**src/rtl/i2c_seq_pkg.sv**
```systemverilog
package i2c_seq_pkg;
  typedef enum logic [1:0] {OP_PROBE = 2'd0, OP_WRITE = 2'd1, OP_READ = 2'd2} op_e;
  typedef enum logic [2:0] {
    PH_START, PH_ADDRW, PH_REG, PH_RSTART, PH_ADDRR, PH_WDATA, PH_RDATA, PH_STOP
  } phase_e;
  typedef enum logic [2:0] {S_IDLE, S_ISSUE, S_WAIT, S_RDOUT, S_DONE} seq_st_e;

  localparam logic [7:0] CTL_EN   = 8'h40;
  localparam logic [7:0] CTL_STA  = 8'h20;
  localparam logic [7:0] CTL_STO  = 8'h10;
  localparam logic [7:0] CTL_FLAG = 8'h08;
  localparam logic [7:0] CTL_ACK  = 8'h04;

  localparam logic [7:0] ST_START  = 8'h08;
  localparam logic [7:0] ST_RSTART = 8'h10;
  localparam logic [7:0] ST_AW_ACK = 8'h18;
  localparam logic [7:0] ST_DW_ACK = 8'h28;
  localparam logic [7:0] ST_AR_ACK = 8'h40;
  localparam logic [7:0] ST_DR_ACK = 8'h50;
  localparam logic [7:0] ST_DR_NAK = 8'h58;
  localparam logic [7:0] ST_IDLE   = 8'hF8;

  localparam logic [7:0] CLS_BAD = 8'h01;
  localparam logic [7:0] CLS_TMO = 8'h02;
endpackage

```
**src/rtl/i2c_seq_step.sv**
```systemverilog
module i2c_seq_step import i2c_seq_pkg::*; (
  input  phase_e     phase,
  input  logic [6:0] chip,
  input  logic [7:0] reg_byte,
  input  logic [7:0] wd_byte,
  input  logic       last_rd,
  output logic [7:0] ctrl,
  output logic [7:0] exp_st,
  output logic [7:0] tx,
  output logic       send
);
  always_comb begin
    ctrl   = CTL_EN;
    exp_st = ST_DW_ACK;
    tx     = 8'h00;
    send   = 1'b0;
    case (phase)
      PH_START:  begin ctrl = CTL_EN | CTL_STA; exp_st = ST_START; end
      PH_RSTART: begin ctrl = CTL_EN | CTL_STA; exp_st = ST_RSTART; end
      PH_ADDRW:  begin tx = {chip, 1'b0}; send = 1'b1; exp_st = ST_AW_ACK; end
      PH_ADDRR:  begin tx = {chip, 1'b1}; send = 1'b1; exp_st = ST_AR_ACK; end
      PH_REG:    begin tx = reg_byte; send = 1'b1; end
      PH_WDATA:  begin tx = wd_byte; send = 1'b1; end
      PH_RDATA:  begin
        ctrl   = last_rd ? CTL_EN : (CTL_EN | CTL_ACK);
        exp_st = last_rd ? ST_DR_NAK : ST_DR_ACK;
      end
      default:   begin ctrl = CTL_EN | CTL_STO; exp_st = ST_IDLE; end
    endcase
  end
endmodule

```
**src/rtl/i2c_seq_wait.sv**
```systemverilog
module i2c_seq_wait import i2c_seq_pkg::*; #(
  parameter int TMO_W = 16
) (
  input  logic             clk,
  input  logic             rst_n,
  input  logic             active,
  input  logic             is_stop,
  input  logic             flag,
  input  logic [7:0]       status,
  input  logic [7:0]       exp_st,
  input  logic [TMO_W-1:0] limit,
  output logic             ok,
  output logic             bad,
  output logic             tout
);
  logic [TMO_W-1:0] cnt;
  logic             hit;

  always_ff @(posedge clk or negedge rst_n) begin
    if (!rst_n)              cnt <= '0;
    else if (!active)        cnt <= '0;
    else if (cnt != '1)      cnt <= cnt + 1'b1;
  end

  always_comb begin
    hit  = is_stop ? (status == ST_IDLE) : flag;
    ok   = active && hit && (is_stop || status == exp_st);
    bad  = active && !is_stop && flag && (status != exp_st);
    tout = active && !hit && (cnt >= limit);
  end
endmodule

```
**src/rtl/i2c_xact_seq.sv**
```systemverilog
module i2c_xact_seq import i2c_seq_pkg::*; #(
  parameter  int LEN_W    = 8,
  parameter  int TMO_W    = 16,
  parameter  int MAX_ALEN = 4,
  localparam int AL_W     = $clog2(MAX_ALEN + 1),
  localparam int REG_W    = 8 * MAX_ALEN
) (
  input  logic             clk,
  input  logic             rst_n,
  input  logic [TMO_W-1:0] tmo_limit,
  input  logic             cmd_valid,
  output logic             cmd_ready,
  input  logic [1:0]       cmd_op,
  input  logic [6:0]       cmd_chip,
  input  logic [REG_W-1:0] cmd_reg,
  input  logic [AL_W-1:0]  cmd_alen,
  input  logic [LEN_W-1:0] cmd_len,
  input  logic             wd_valid,
  output logic             wd_ready,
  input  logic [7:0]       wd_data,
  output logic             rd_valid,
  input  logic             rd_ready,
  output logic [7:0]       rd_data,
  output logic             done,
  output logic [31:0]      err_word,
  output logic             eng_ctrl_we,
  output logic [7:0]       eng_ctrl,
  output logic             eng_data_we,
  output logic [7:0]       eng_wdata,
  input  logic             eng_flag,
  input  logic [7:0]       eng_status,
  input  logic [7:0]       eng_rdata
);
  seq_st_e          st;
  phase_e           ph;
  op_e              op_q;
  logic [6:0]       chip_q;
  logic [REG_W-1:0] reg_q;
  logic [AL_W-1:0]  ridx;
  logic [LEN_W-1:0] dcnt;
  logic [7:0]       last_ctrl, rd_q, reg_byte;
  logic [31:0]      err_q;
  logic [7:0]       step_ctrl, step_exp, step_tx;
  logic             step_send, w_ok, w_bad, w_tout, issue_go;

  always_comb reg_byte = 8'(reg_q >> (8 * (32'(ridx) - 32'd1)));

  i2c_seq_step u_step (
    .phase(ph), .chip(chip_q), .reg_byte(reg_byte), .wd_byte(wd_data),
    .last_rd(dcnt == LEN_W'(1)), .ctrl(step_ctrl), .exp_st(step_exp),
    .tx(step_tx), .send(step_send)
  );

  i2c_seq_wait #(.TMO_W(TMO_W)) u_wait (
    .clk(clk), .rst_n(rst_n), .active(st == S_WAIT), .is_stop(ph == PH_STOP),
    .flag(eng_flag), .status(eng_status), .exp_st(step_exp), .limit(tmo_limit),
    .ok(w_ok), .bad(w_bad), .tout(w_tout)
  );

  // Phase that follows the register offset bytes
  function automatic phase_e after_reg(op_e o, logic [LEN_W-1:0] n);
    if (o == OP_READ)  return PH_RSTART;
    if (n != '0)       return PH_WDATA;
    return PH_STOP;
  endfunction

  always_comb begin
    cmd_ready   = (st == S_IDLE);
    wd_ready    = (st == S_ISSUE) && (ph == PH_WDATA);
    issue_go    = (st == S_ISSUE) && ((ph != PH_WDATA) || wd_valid);
    eng_ctrl_we = issue_go;
    eng_ctrl    = step_ctrl;
    eng_data_we = issue_go && step_send;
    eng_wdata   = step_tx;
    rd_valid    = (st == S_RDOUT);
    rd_data     = rd_q;
    done        = (st == S_DONE);
    err_word    = err_q;
  end

  always_ff @(posedge clk or negedge rst_n) begin
    if (!rst_n) begin
      st <= S_IDLE;  ph <= PH_START;  op_q <= OP_PROBE;
      chip_q <= '0;  reg_q <= '0;  ridx <= '0;  dcnt <= '0;
      last_ctrl <= '0;  rd_q <= '0;  err_q <= '0;
    end else begin
      case (st)
        S_IDLE: if (cmd_valid) begin
          op_q   <= op_e'(cmd_op);
          chip_q <= cmd_chip;
          reg_q  <= cmd_reg;
          ridx   <= cmd_alen;
          dcnt   <= (op_e'(cmd_op) == OP_PROBE) ? LEN_W'(1) : cmd_len;
          err_q  <= '0;
          ph     <= PH_START;
          st     <= S_ISSUE;
        end
        S_ISSUE: if (issue_go) begin
          last_ctrl <= step_ctrl;
          st        <= S_WAIT;
        end
        S_WAIT: begin
          if (w_ok) begin
            st <= S_ISSUE;
            case (ph)
              PH_START:  ph <= (op_q == OP_PROBE) ? PH_ADDRR : PH_ADDRW;
              PH_ADDRW:  ph <= (ridx != '0) ? PH_REG : after_reg(op_q, dcnt);
              PH_REG: begin
                ridx <= ridx - 1'b1;
                ph   <= (ridx == AL_W'(1)) ? after_reg(op_q, dcnt) : PH_REG;
              end
              PH_RSTART: ph <= PH_ADDRR;
              PH_ADDRR:  ph <= (dcnt != '0) ? PH_RDATA : PH_STOP;
              PH_WDATA: begin
                dcnt <= dcnt - 1'b1;
                ph   <= (dcnt == LEN_W'(1)) ? PH_STOP : PH_WDATA;
              end
              PH_RDATA: begin
                dcnt <= dcnt - 1'b1;
                ph   <= (dcnt == LEN_W'(1)) ? PH_STOP : PH_RDATA;
                if (op_q != OP_PROBE) begin
                  rd_q <= eng_rdata;
                  st   <= S_RDOUT;
                end
              end
              default:   st <= S_DONE;
            endcase
          end else if (w_bad || w_tout) begin
            if (err_q == '0)
              err_q <= {w_tout ? CLS_TMO : CLS_BAD,
                        last_ctrl | (eng_flag ? CTL_FLAG : 8'h00),
                        eng_status, step_exp};
            if (ph == PH_STOP) st <= S_DONE;
            else begin
              ph <= PH_STOP;
              st <= S_ISSUE;
            end
          end
        end
        S_RDOUT: if (rd_ready) st <= S_ISSUE;
        default: st <= S_IDLE;
      endcase
    end
  end
endmodule

```
**config.mk**
```make
export PLATFORM = sky130hd
export DESIGN_NAME = i2c_xact_seq
export DESIGN_NICKNAME = d
export VERILOG_FILES = /design/src/rtl/i2c_seq_pkg.sv /design/src/rtl/i2c_seq_step.sv /design/src/rtl/i2c_seq_wait.sv /design/src/rtl/i2c_xact_seq.sv
export SDC_FILE = /design/constraint.sdc
export NUM_CORES = 1
export LEC_CHECK = 0
export ABC_CLOCK_PERIOD_IN_PS = 2500
export BUFFER_PORTS_ARGS = -buffer_cell sky130_fd_sc_hd__buf_2
export CAP_MARGIN = 25
export CORE_MARGIN = 1
export CORE_UTILIZATION = 49
export DETAILED_ROUTE_END_ITERATION = 16
export PLACE_DENSITY = 0.78
export SETUP_SLACK_MARGIN = 0.3
export SYNTH_ARGS = -nofsm -noshare
export SYNTH_HDL_FRONTEND = slang
export SYNTH_SLANG_ARGS = --single-unit
export TNS_END_PERCENT = 5
```
**constraint.sdc**
```tcl
create_clock -name clk -period 2.5 [get_ports clk]
set_input_delay 0.25 -clock clk [delete_from_list [all_inputs] [get_ports clk]]
set_output_delay 0.25 -clock clk [all_outputs]
set_load 0.01 [all_outputs]
```
==> results.sh <==
export IMPL_hold_path_class="in2reg"
export IMPL_drv_cap=0
export IMPL_arrival_ns=2.92
export IMPL_place_inst=1043
export IMPL_cts_buffers=9
export IMPL_syn_inst=697
export IMPL_ios=160
export IMPL_wl_per_cell_um=15.5
export IMPL_rows=40
export IMPL_reg2reg_slack_ns=-0.18
export IMPL_initialDrtViolationCount=374
export IMPL_synth_top_area_frac=0.423
export IMPL_crit_start="ph[0]"
export IMPL_crit_type="reg2reg"
export IMPL_synth_area_mm2=0.00627
export IMPL_crit_path_end_kind="flip-flop"
export IMPL_finalNonFillerCells=1071
export IMPL_finalPower_w=0.00817
export IMPL_synth_edff_count=0
export IMPL_setup_ws_ns=-0.182
export IMPL_initial_core_util=0.511
export IMPL_io_buffer_count=142
export IMPL_path_max_fanout=9
export IMPL_ys_async_sr_fraction=1.00
export IMPL_synthSimpleGateAreaFrac=0.222
export IMPL_finalCriticalPeriod_ns=2.68
export IMPL_max_clock_path_buffers=2
export IMPL_dr_total_vias=5853
export IMPL_synth_top_area_cell="dfrtp_1"
export IMPL_power_leakage_nw=4.20
export IMPL_grt_antenna_before_repair=0
export IMPL_synth_area_top_cells="dfrtp_1 (42%), nand2_1 (9.8%), ha_1 (4.6%)"
export IMPL_area_delta_synth_final_pct=32.4
export IMPL_start_kind="flip-flop"
export IMPL_clockRootBuffer="clkbuf_16"
export IMPL_yosys_warnings=0
export IMPL_track_usage=0.266
export IMPL_grt_pass1_wl_mm=27.4
export IMPL_hp_start="cmd_reg[25]"
export IMPL_r2r_start="ph[0]"
export IMPL_num_fill_cells=981
export IMPL_p_per_area_mw_per_mm2=985
export IMPL_rsz0062_at_grt="true"
export IMPL_layout_nets=1020
export IMPL_worstMarginPinSlew_ns=0.741
export IMPL_finClkSkew_ns=0.00902
export IMPL_yosys_area_share_adder=0.0491
export IMPL_synthFlopType="dfrtp_1"
export IMPL_drive_above_1_share=0.350
export IMPL_vias_per_cell=5.46
export IMPL_die_w_um=115
export IMPL_synth_avg_cell_area_um2=8.99
export IMPL_setup_viol=28
export IMPL_clk_pin_slew_ns=0.08
export IMPL_routed_wl_mm=16.6
export IMPL_synth_xor_area_frac=0.0196
export IMPL_synth_top_family_by_area="simple AND/OR/NAND/NOR gates"
export IMPL_cts_sinks=106
export IMPL_cts_tree="built"
export IMPL_grt_remaining_overflow=0
export IMPL_required_ns=2.74
export IMPL_synth_seq_area_share=0.423
export IMPL_hold_viol_final=0
export IMPL_core_mm2=0.0123
export IMPL_fin_tns_setup_ns=-2.96
export IMPL_h_tree_depth=3
export IMPL_synth_mux_area_frac=0.0617
export IMPL_grt_pass1_vias=5816
export IMPL_dieArea_mm2=0.0132
export IMPL_ys_types=70
export IMPL_dp_hpwl_mm=11.7
export IMPL_violations="negative setup slack"
export IMPL_diodes=0
export IMPL_place_gp_congestion=0.896
export IMPL_grt_start_max_net_pins=56
export IMPL_maxSlewViolCount=0
export IMPL_status="finished with violations"
export IMPL_die_y_um=115
export IMPL_max_slew_margin=0.506
export IMPL_fmax_ghz=0.373
export IMPL_synth_compound_area_share=0.158
export IMPL_dpl_worst_slack_ns=-0.430
export IMPL_worstSkewPairLatency_ns=0.36
export IMPL_ir_drop_mv=0.684
export IMPL_drcViolationCount=0
export IMPL_drtAntennaViolNets=0
export IMPL_synth_seq_cells=106
export IMPL_drtPass1Iterations=5
export IMPL_post_route_period_util=1.07
[flip-flops by register name (all words and copies together) (netlist names)]
signal      cells
op_q            2
ph              3
chip_q          7
ridx            3
last_ctrl       4
st              3
rd_data         8
reg_q          32
err_word       20
u_wait.cnt     16
dcnt            8
[per-stage QoR]
stage           util  cell area, µm²  hold WS, ns
6_report       0.677            8300       0.0799
5_1_grt        0.677            8300       0.0686
4_1_cts        0.671            8230       0.0631
3_5_place_dp   0.617            7560        0.355
3_3_place_gp   0.617            7560        0.356
2_1_floorplan      -            6320      -0.0456
[worst max-delay path, stage by stage (launching register included)]
cell and delay [ns]:
dfrtp_2 0.46, and2_4 0.16, or3_4 0.33, a2111oi_4 0.40, nand4_1 0.18, a21oi_2 0.18, buf_4 0.14, and4b_1 0.25
buf_12 0.15, mux2_4 0.30
[cells in the final DEF, fill, tap and decap left out, drive strengths merged, types with 9 or more instances in the layout]
master / netlist / routed
mux2: 13 / 13
a21oi: 44 / 44
nand3: 11 / 11
nand2b: 9 / 9
nor2: 47 / 47
inv: 36 / 38
clkbuf: 22 / 9
nor3: 16 / 16
a22o: 19 / 19
nand2: 164 / 164
o21ai: 18 / 18
conb: 2 / 17
ha: 23 / 23
dfrtp: 106 / 106
buf: 28 / 224
[kinds of logic (layout without fill, tap and decap cells)]
family	after synthesis	count (layout)
AO/OA/AOI/OAI	139	139
XOR/XNOR	14	14
adder cells (fa/ha/maj)	24	24
buffers and inverters	86	277
flip-flops	106	106
multiplexers	24	24
other	2	17
AND/OR/NAND/NOR	302	302
[power breakdown]
group	switching, W	internal [W]	leakage, nW
combinational	0.00216	0.00186	2.67
sequential	0.000408	0.00226	1.37
clock	0.000686	0.000795	0.153
[path summary, 6_finish.rpt]
kind                                endpoint  depth (start not counted)
min in group asynchronous           reg_q[8]                          2
worst max-delay path              rd_data[2]                          9
worst min register to register  last_ctrl[6]                          1
max in group asynchronous              ph[2]                          3
worst min-delay path               reg_q[25]                          3
worst max register to register    rd_data[2]                          9
[cells in the mapped netlist, types with 3 or more instances]
master    count
a211oi_1      3
a21oi_1      43
a222oi_1      7
a22o_1       19
a31oi_1       6
and2_1        5
and3_1        6
buf_1         5
buf_2         3
buf_4        18
clkbuf_1     22
dfrtp_1     106
ha_1         23
inv_1        36
mux2_2        5
mux2_4        8
mux2i_1       3
mux4_2        8
nand2_1     164
nand2b_1      9
nand3_1      10
nand3b_1      4
nand4_1       8
nor2_1       47
nor2b_1       6
nor3_1       16
nor4_1        7
nor4bb_1      4
o211ai_1      3
o21a_1        6
o21ai_0      18
o31a_1        3
o31ai_1       3
or3_1         4
xnor2_1       6
xor2_1        8
[per-layer routing]
metal / wire length [µm] / GRT usage / vias up
met5: 0 / 0 / -
met4: 347 / 0.0866 / 0
met3: 1390 / 0.0785 / 28
met2: 7890 / 0.437 / 254
met1: 6990 / 0.337 / 2763
li1: - / - / 2808
[area by class of cell]
cell class                      instances  area [µm²]  share of cell area
Clock buffer                            9         225              0.0271
Multi-Input combinational cell        520        3530               0.426
Inverter                               36         135              0.0163
Timing Repair Buffer                  225        1460               0.175
Clock inverter                          7        86.3              0.0104
Tap cell                              168         210              0.0253
Sequential cell                       106        2660               0.320
[repair_timing]
action / CTS / global route
setup buffers: 9 / 2
hold buffers: 1 / 0
gates resized for setup: 61 / 14
setup endpoints to repair: 59 / 58
hold endpoints to repair: 53 / 0
pin swaps: 41 / 23
Power figures use the tool's default switching activity.
